### src/rtl/strd_pkg.sv
package strd_pkg;

  typedef enum logic [1:0] {
    ST_IDLE = 2'd0,
    ST_WAIT = 2'd1,
    ST_ACK  = 2'd2,
    ST_HOLD = 2'd3
  } cyc_state_t;

  localparam int LANES  = 4;
  localparam int WORD_W = 8 * LANES;

  function automatic logic [WORD_W-1:0] merge_lanes(
    input logic [WORD_W-1:0] old_word,
    input logic [WORD_W-1:0] new_word,
    input logic [LANES-1:0]  lane_en
  );
    logic [WORD_W-1:0] res;
    res = old_word;
    for (int i = 0; i < LANES; i++) begin
      if (lane_en[i]) res[8*i +: 8] = new_word[8*i +: 8];
    end
    return res;
  endfunction

endpackage

### src/rtl/strd_wait_timer.sv
module strd_wait_timer #(
  parameter int WAIT_STATES = 1,
  localparam int CNT_W = $clog2(WAIT_STATES + 2)
) (
  input  logic clk,
  input  logic rst_n,
  input  logic load,
  output logic expired
);
  logic [CNT_W-1:0] cnt_q;

  always_ff @(posedge clk) begin
    if (!rst_n)               cnt_q <= '0;
    else if (load)            cnt_q <= CNT_W'(WAIT_STATES);
    else if (cnt_q != '0)     cnt_q <= cnt_q - 1'b1;
  end

  assign expired = (cnt_q == '0);
endmodule

### src/rtl/strd_word_store.sv
module strd_word_store
  import strd_pkg::*;
#(
  parameter int ADDR_W = 4,
  localparam int DEPTH = 1 << ADDR_W
) (
  input  logic              clk,
  input  logic              rst_n,
  input  logic              we,
  input  logic [ADDR_W-1:0] addr,
  input  logic [WORD_W-1:0] wdata,
  input  logic [LANES-1:0]  lane_en,
  output logic [WORD_W-1:0] rdata
);
  logic [WORD_W-1:0] mem_q [DEPTH];

  always_ff @(posedge clk) begin
    if (!rst_n) begin
      for (int i = 0; i < DEPTH; i++) mem_q[i] <= '0;
    end else if (we) begin
      mem_q[addr] <= merge_lanes(mem_q[addr], wdata, lane_en);
    end
  end

  assign rdata = mem_q[addr];
endmodule

### src/rtl/strd_bus_arbiter.sv
module strd_bus_arbiter #(
  parameter int RELEASE_CYC = 2,
  localparam int REL_W = $clog2(RELEASE_CYC + 2)
) (
  input  logic clk,
  input  logic rst_n,
  input  logic req,
  output logic gnt
);
  logic             gnt_q;
  logic [REL_W-1:0] rel_q;
  logic             release_busy;

  assign release_busy = (rel_q != '0);

  always_ff @(posedge clk) begin
    if (!rst_n) begin
      gnt_q <= 1'b0;
      rel_q <= '0;
    end else if (gnt_q) begin
      if (!req) begin
        gnt_q <= 1'b0;
        rel_q <= REL_W'(RELEASE_CYC);
      end
    end else if (release_busy) begin
      rel_q <= rel_q - 1'b1;
    end else begin
      gnt_q <= req;
    end
  end

  assign gnt = gnt_q;

  assert_grant_needs_req_R9: assert property (@(posedge clk) disable iff (!rst_n)
    $rose(gnt_q) |-> $past(req));

  generate
    if (RELEASE_CYC > 0) begin : g_rel_check
      assert_no_quick_regrant_R9: assert property (@(posedge clk) disable iff (!rst_n)
        $fell(gnt_q) |=> !gnt_q);
    end
  endgenerate
endmodule

### src/rtl/strd_mem_target.sv
module strd_mem_target
  import strd_pkg::*;
#(
  parameter int ADDR_W      = 4,
  parameter int WAIT_STATES = 1,
  parameter int RELEASE_CYC = 2
) (
  input  logic              clk,
  input  logic              rst_n,
  input  logic              bus_req,
  output logic              bus_gnt,
  input  logic              strobe,
  input  logic              last_xfer,
  input  logic              wr_nrd,
  input  logic [3:0]        byte_en,
  input  logic [ADDR_W-1:0] word_addr,
  input  logic [31:0]       wdata,
  input  logic              extend,
  input  logic              refresh_busy,
  output logic [31:0]       rdata,
  output logic              rdata_oe,
  output logic              ready,
  output logic              proto_err
);
  cyc_state_t        state_q, state_d;
  logic [ADDR_W-1:0] addr_q, addr_inc;
  logic              wr_q;
  logic [3:0]        be_q;
  logic [31:0]       rdata_q, store_rdata;
  logic              ready_q, oe_q, err_q;
  logic              timer_expired;

  // Named internal events
  logic strobe_take, wait_done, in_ack, in_hold, in_wait;
  logic hold_go, hold_exit, beat_next, ext_illegal, store_we, timer_load;

  assign in_wait     = (state_q == ST_WAIT);
  assign in_ack      = (state_q == ST_ACK);
  assign in_hold     = (state_q == ST_HOLD);
  assign strobe_take = (state_q == ST_IDLE) && strobe;
  assign wait_done   = in_wait && timer_expired && !refresh_busy;
  assign hold_go     = in_ack && !wr_q && last_xfer && extend;
  assign hold_exit   = in_hold && !extend;
  assign beat_next   = in_ack && !last_xfer;
  assign ext_illegal = (in_wait || in_ack) && extend && (wr_q || !last_xfer);
  assign store_we    = in_ack && wr_q;
  assign timer_load  = strobe_take || beat_next;
  assign addr_inc    = addr_q + 1'b1;

  strd_wait_timer #(.WAIT_STATES(WAIT_STATES)) u_timer (
    .clk     (clk),
    .rst_n   (rst_n),
    .load    (timer_load),
    .expired (timer_expired)
  );

  strd_word_store #(.ADDR_W(ADDR_W)) u_store (
    .clk     (clk),
    .rst_n   (rst_n),
    .we      (store_we),
    .addr    (addr_q),
    .wdata   (wdata),
    .lane_en (be_q),
    .rdata   (store_rdata)
  );

  strd_bus_arbiter #(.RELEASE_CYC(RELEASE_CYC)) u_arb (
    .clk   (clk),
    .rst_n (rst_n),
    .req   (bus_req),
    .gnt   (bus_gnt)
  );

  always_comb begin
    state_d = state_q;
    unique case (state_q)
      ST_IDLE: if (strobe_take) state_d = ST_WAIT;
      ST_WAIT: if (wait_done)   state_d = ST_ACK;
      ST_ACK: begin
        if (hold_go)        state_d = ST_HOLD;
        else if (beat_next) state_d = ST_WAIT;
        else                state_d = ST_IDLE;
      end
      ST_HOLD: if (hold_exit) state_d = ST_IDLE;
      default: state_d = ST_IDLE;
    endcase
  end

  always_ff @(posedge clk) begin
    if (!rst_n) begin
      state_q <= ST_IDLE;
      addr_q  <= '0;
      wr_q    <= 1'b0;
      be_q    <= '0;
      rdata_q <= '0;
      ready_q <= 1'b0;
      oe_q    <= 1'b0;
      err_q   <= 1'b0;
    end else begin
      state_q <= state_d;
      err_q   <= ext_illegal;
      ready_q <= wait_done || hold_go || (in_hold && extend);
      if (strobe_take) begin
        addr_q <= word_addr;
        wr_q   <= wr_nrd;
        be_q   <= byte_en;
      end else if (beat_next) begin
        addr_q <= addr_inc;
      end
      if (wait_done && !wr_q) rdata_q <= store_rdata;
      if (state_q == ST_IDLE)      oe_q <= 1'b0;
      else if (wait_done && !wr_q) oe_q <= 1'b1;
    end
  end

  assign rdata     = rdata_q;
  assign rdata_oe  = oe_q;
  assign ready     = ready_q;
  assign proto_err = err_q;

  assert_single_pulse_R2: assert property (@(posedge clk) disable iff (!rst_n)
    (in_ack && !hold_go) |=> !ready);
  assert_hold_drives_R3: assert property (@(posedge clk) disable iff (!rst_n)
    in_hold |-> (ready && rdata_oe));
  assert_hold_stable_R3: assert property (@(posedge clk) disable iff (!rst_n)
    (in_hold && $past(in_hold)) |-> $stable(rdata));
  assert_refresh_stall_R4: assert property (@(posedge clk) disable iff (!rst_n)
    (in_wait && refresh_busy) |=> !ready);
  assert_err_flag_R5: assert property (@(posedge clk) disable iff (!rst_n)
    ext_illegal |=> proto_err);
  assert_no_write_hold_R5: assert property (@(posedge clk) disable iff (!rst_n)
    in_hold |-> !wr_q);
  assert_burst_step_R7: assert property (@(posedge clk) disable iff (!rst_n)
    beat_next |=> (addr_q == $past(addr_inc)));
  assert_oe_with_read_R8: assert property (@(posedge clk) disable iff (!rst_n)
    (ready && !wr_q) |-> rdata_oe);
endmodule

### config.mk
export PLATFORM = sky130hd
export DESIGN_NAME = strd_mem_target
export DESIGN_NICKNAME = d
export VERILOG_FILES = /design/src/rtl/strd_pkg.sv /design/src/rtl/strd_wait_timer.sv /design/src/rtl/strd_word_store.sv /design/src/rtl/strd_bus_arbiter.sv /design/src/rtl/strd_mem_target.sv
export SDC_FILE = /design/constraint.sdc
export NUM_CORES = 1
export LEC_CHECK = 0
export ABC_AREA = 1
export BUFFER_PORTS_ARGS = -buffer_cell sky130_fd_sc_hd__buf_2
export CORE_MARGIN = 2
export CORE_UTILIZATION = 45
export CTS_BUF_LIST = sky130_fd_sc_hd__clkbuf_2
export CTS_CLUSTER_DIAMETER = 50
export DETAILED_ROUTE_END_ITERATION = 12
export PLACE_DENSITY = 0.61
export SKIP_CTS_REPAIR_TIMING = 1
export SLEW_MARGIN = 20
export SYNTH_ARGS = -nofsm -noshare
export SYNTH_HDL_FRONTEND = slang
export SYNTH_SLANG_ARGS = --single-unit
### constraint.sdc
create_clock -name clk -period 5.1 [get_ports clk]
set_clock_uncertainty 0.15 [all_clocks]
set_input_delay 0.51 -clock clk [delete_from_list [all_inputs] [get_ports clk]]
set_output_delay 0.51 -clock clk [all_outputs]
set_load 0.02 [all_outputs]
==> results.md <==
- Horizontal die dimension: 253 um
- Top layer used by detailed routing: met4
- Final-stage net count: 3241
- Number of maximum-capacitance violations: 0
- Fraction of the cycle the final worst path needs: 0.667
- Clock buffer count from CTS: 152
- Leading cell types in the layout, fill and taps excluded: 696 x sky130_fd_sc_hd__nand2_1, 512 x sky130_fd_sc_hd__edfxtp_1, 388 x sky130_fd_sc_hd__nand3_1
- Pwr/cell area: 443 nW/um2
- Number of ports placed on the die boundary: 84
- Die height: 253 um
- Number of detailed-route iterations in the first pass: 8
- Critical Setup Path Class: flop to flop
- Synth Area in XOR/XNOR: 0.000315
- Violations in the final reports: hold timing
- Mapped Nets: 3093
- Peak supply drop: 0.312 mV
- Total setup violations reported at the end of the flow: 0
- Final critical-path required period: 3.40 ns
- Initial antenna violation count: 2
- Endpoints failing hold: 1
- Worst Reg2Reg Path Length in Cells: 7
- Routed via count: 21300
- Result of the run: finished with violations
- Clock latency on the worst-skew pair: 1.42 ns
- CP Max Fanout: 33
- Worst hold slack: -0.000233 ns
- Most common cell after layout, fill and taps aside: sky130_fd_sc_hd__nand2_1
- Count of final max-slew check failures: 0
- Clock root buffer: sky130_fd_sc_hd__clkbuf_2
- Dominant combinational cell family by area after synthesis: simple AND/OR/NAND/NOR gates
- Slew at the pin closest to its max-slew limit: 1.11 ns
- Nature of the critical path endpoint: flop
- WL met3: 5820 um
- Clock-pin slew on the worst setup and hold paths: 0.11 ns
- Crit. Startpoint: state_q[0]
- DIE AREA: 63900 um2
- Reg-to-reg slack, setup: 1.70 ns
- Achievable frequency: 294 MHz
- Smallest setup slack after layout: 1.70 ns
- Headroom to the max-slew limit: 0.255
- Setup slack after placement: 1.78 ns
- Count of state elements after synthesis: 567
- Number of different library cells in the post-synthesis netlist: 26
- Number of sinks on the clock net: 567
- Final TNS setup: 0 ns
- Compound-cell area share of the yosys netlist: 0.0176
- Critical path launch point type: flop
- Setup repair after global routing missed its margin: no
- Worst r2r src: state_q[0]
- Portion of netlist area occupied by mux cells: 0
- First-pass GRT wire length: 123000 um
- Final WL: 81600 um
- Fraction of final layout cells sized beyond drive strength 1: 0.224
- Hold_sp: word_addr[3]
- Final core occ: 0.497
- Vias per inst: 5.23
- Worst reg2reg endpoint: u_store.mem_q[8][1]
- Vias in the first global route: 21100
- Avg Cell Area, Syn: 9.18 um2
- Count of routing violations after the opening detailed-route iteration: 2009
- Gate count after technology mapping: 3034
- Non-Filler Instances: 4083
- TritonCTS clock tree: done
- Max Buffers Root-to-Sink: 3
- Congestion Overflow GR: 0
- Routed len/inst: 20.0 um
- Number of buffers inserted by port buffering: 83
- Reported leakage power: 12.8 nW
- Residual antenna-violating net count after detailed routing: 0
- Worst endpoint required time: 5.90 ns
- Crit path arrival time: 4.21 ns
- Starting density of the core: 0.453
- Post-synthesis adder-cell area fraction: 0.00494
- Part of the Yosys area used for sequential elements: 0.592
- Number of core rows: 91
- Placed wire-length estimate after detailed placement: 44200 um
- Met2 layer wire length in the routed design: 38900 um
- Largest net degree at the start of global routing: 115
- Overall track demand over capacity in global routing: 0.259
- Post-synthesis share of cell area spent on and, or, nand and nor gates: 0.288
- Placeable core area: 61500 um2
- Placed insts: 3744
- Worst hold path stage count: 4
- Syn-to-layout area delta: 9.82%
- Number of DRC violations after detailed routing: 0
- Mapped cell area: 27800 um2
- Gpl congestion: 0.829
- Classification of the worst-slack hold path: input port to flop
- Post-Route M1 WL: 32800 um
- H-tree depth: 4
- Number of warning messages in the yosys log: 0
[worst max-delay path, cell delays in order, from the launching register on]
cell	delay, ns
sky130_fd_sc_hd__dfxtp_1	0.36
sky130_fd_sc_hd__inv_1	0.17
sky130_fd_sc_hd__ha_1	0.23
sky130_fd_sc_hd__nand3_1	0.17
sky130_fd_sc_hd__nor2_1	0.52
sky130_fd_sc_hd__nand2_2	0.06
sky130_fd_sc_hd__buf_4	0.36
sky130_fd_sc_hd__nand2_2	0.88
[stage by stage]
stage / hold WS [ns] / power [mW] / instance area, um2
2_1_floorplan: 0.303 / 9.04 / 27800
3_3_place_gp: 0.317 / 10.1 / 28400
3_5_place_dp: 0.335 / 10.2 / 28400
4_1_cts: -0.928 / 13.5 / 29800
5_1_grt: -0.0478 / 14.3 / 30600
6_report: -0.000233 / 13.6 / 30600
[cells in the mapped netlist]
cell type                  count  area, um2
sky130_fd_sc_hd__o21ai_1      23        115
sky130_fd_sc_hd__o32ai_1       2       17.5
sky130_fd_sc_hd__a31oi_1       1       6.26
sky130_fd_sc_hd__o22ai_1       1       6.26
sky130_fd_sc_hd__nor3_1        1       5.00
sky130_fd_sc_hd__ha_1         11        138
sky130_fd_sc_hd__clkbuf_1     77        289
sky130_fd_sc_hd__nand2_2      32        200
sky130_fd_sc_hd__dfxtp_1      55       1100
sky130_fd_sc_hd__a21oi_1      13       65.1
sky130_fd_sc_hd__nand2_1     722       2710
sky130_fd_sc_hd__inv_2         2       7.51
sky130_fd_sc_hd__or2_2        32        200
sky130_fd_sc_hd__o21ai_0      51        255
sky130_fd_sc_hd__buf_4        22        165
sky130_fd_sc_hd__buf_6        53        597
sky130_fd_sc_hd__a221oi_1      1       8.76
sky130_fd_sc_hd__o211ai_1      2       15.0
sky130_fd_sc_hd__xor2_1        1       8.76
sky130_fd_sc_hd__nor2_2      290       1810
sky130_fd_sc_hd__buf_2        17       85.1
sky130_fd_sc_hd__inv_1       382       1430
sky130_fd_sc_hd__edfxtp_1    512      15400
sky130_fd_sc_hd__nor2_1      309       1160
sky130_fd_sc_hd__buf_1        34        128
sky130_fd_sc_hd__nand3_1     388       1940
[power by group]
part | leakage [nW] | total, mW | switching, mW | internal [mW]
clock | 1.03 | 3.35 | 1.94 | 1.40
combinational | 6.01 | 4.75 | 3.76 | 0.993
sequential | 5.74 | 5.45 | 0.147 | 5.30
[layout make-up]
| class | instances | area (um2) |
|---|---|---|
| sequential | 567 | 16500 |
| tap | 790 | 988 |
| clock inverter | 44 | 334 |
| multi-input combinational | 1880 | 8750 |
| fill | 5778 | 30900 |
| inverter | 384 | 1450 |
| timing repair buffer | 197 | 1490 |
| clock buffer | 210 | 1050 |
| antenna | 11 | 27.5 |
[layer usage]
layer | track usage | vias up
li1 | - | 10000
met1 | 0.322 | 10200
met2 | 0.427 | 897
met3 | 0.0405 | 212
met4 | 0.156 | 0
met5 | 0 | -
[cells by family (layout without fill, tap and decap cells)]
logic type,after synthesis,after routing
AND/OR/NAND/NOR,1774,1774
XOR/XNOR,1,1
adder cells (fa/ha/maj),11,11
buffers and inverters,587,835
other,0,11
AO/OA/AOI/OAI,94,94
flip-flops,567,567
[registers in the layout (all words and copies together) (netlist names), named ones only]
name / cells
addr_q: 4
be_q: 4
proto_err: 1
rdata: 32
rdata_oe: 1
ready: 1
state_q: 2
u_arb.gnt: 1
u_arb.rel_q: 2
u_store.mem_q: 512
u_timer.cnt_q: 2
wr_q: 1
[how the worst max path moves through the flow]
stage,endpoint,slack (ns),cells after the start
finish,u_store.mem_q[8][1],1.70,7
global route,u_store.mem_q[8][1],1.59,7
floorplan,u_store.mem_q[10][0],2.35,7
detailed placement,u_store.mem_q[3][28],1.78,7
global placement,u_store.mem_q[3][28],1.82,7
CTS,u_store.mem_q[3][28],1.71,7
Note: power is estimated with default switching activity, not from simulation.
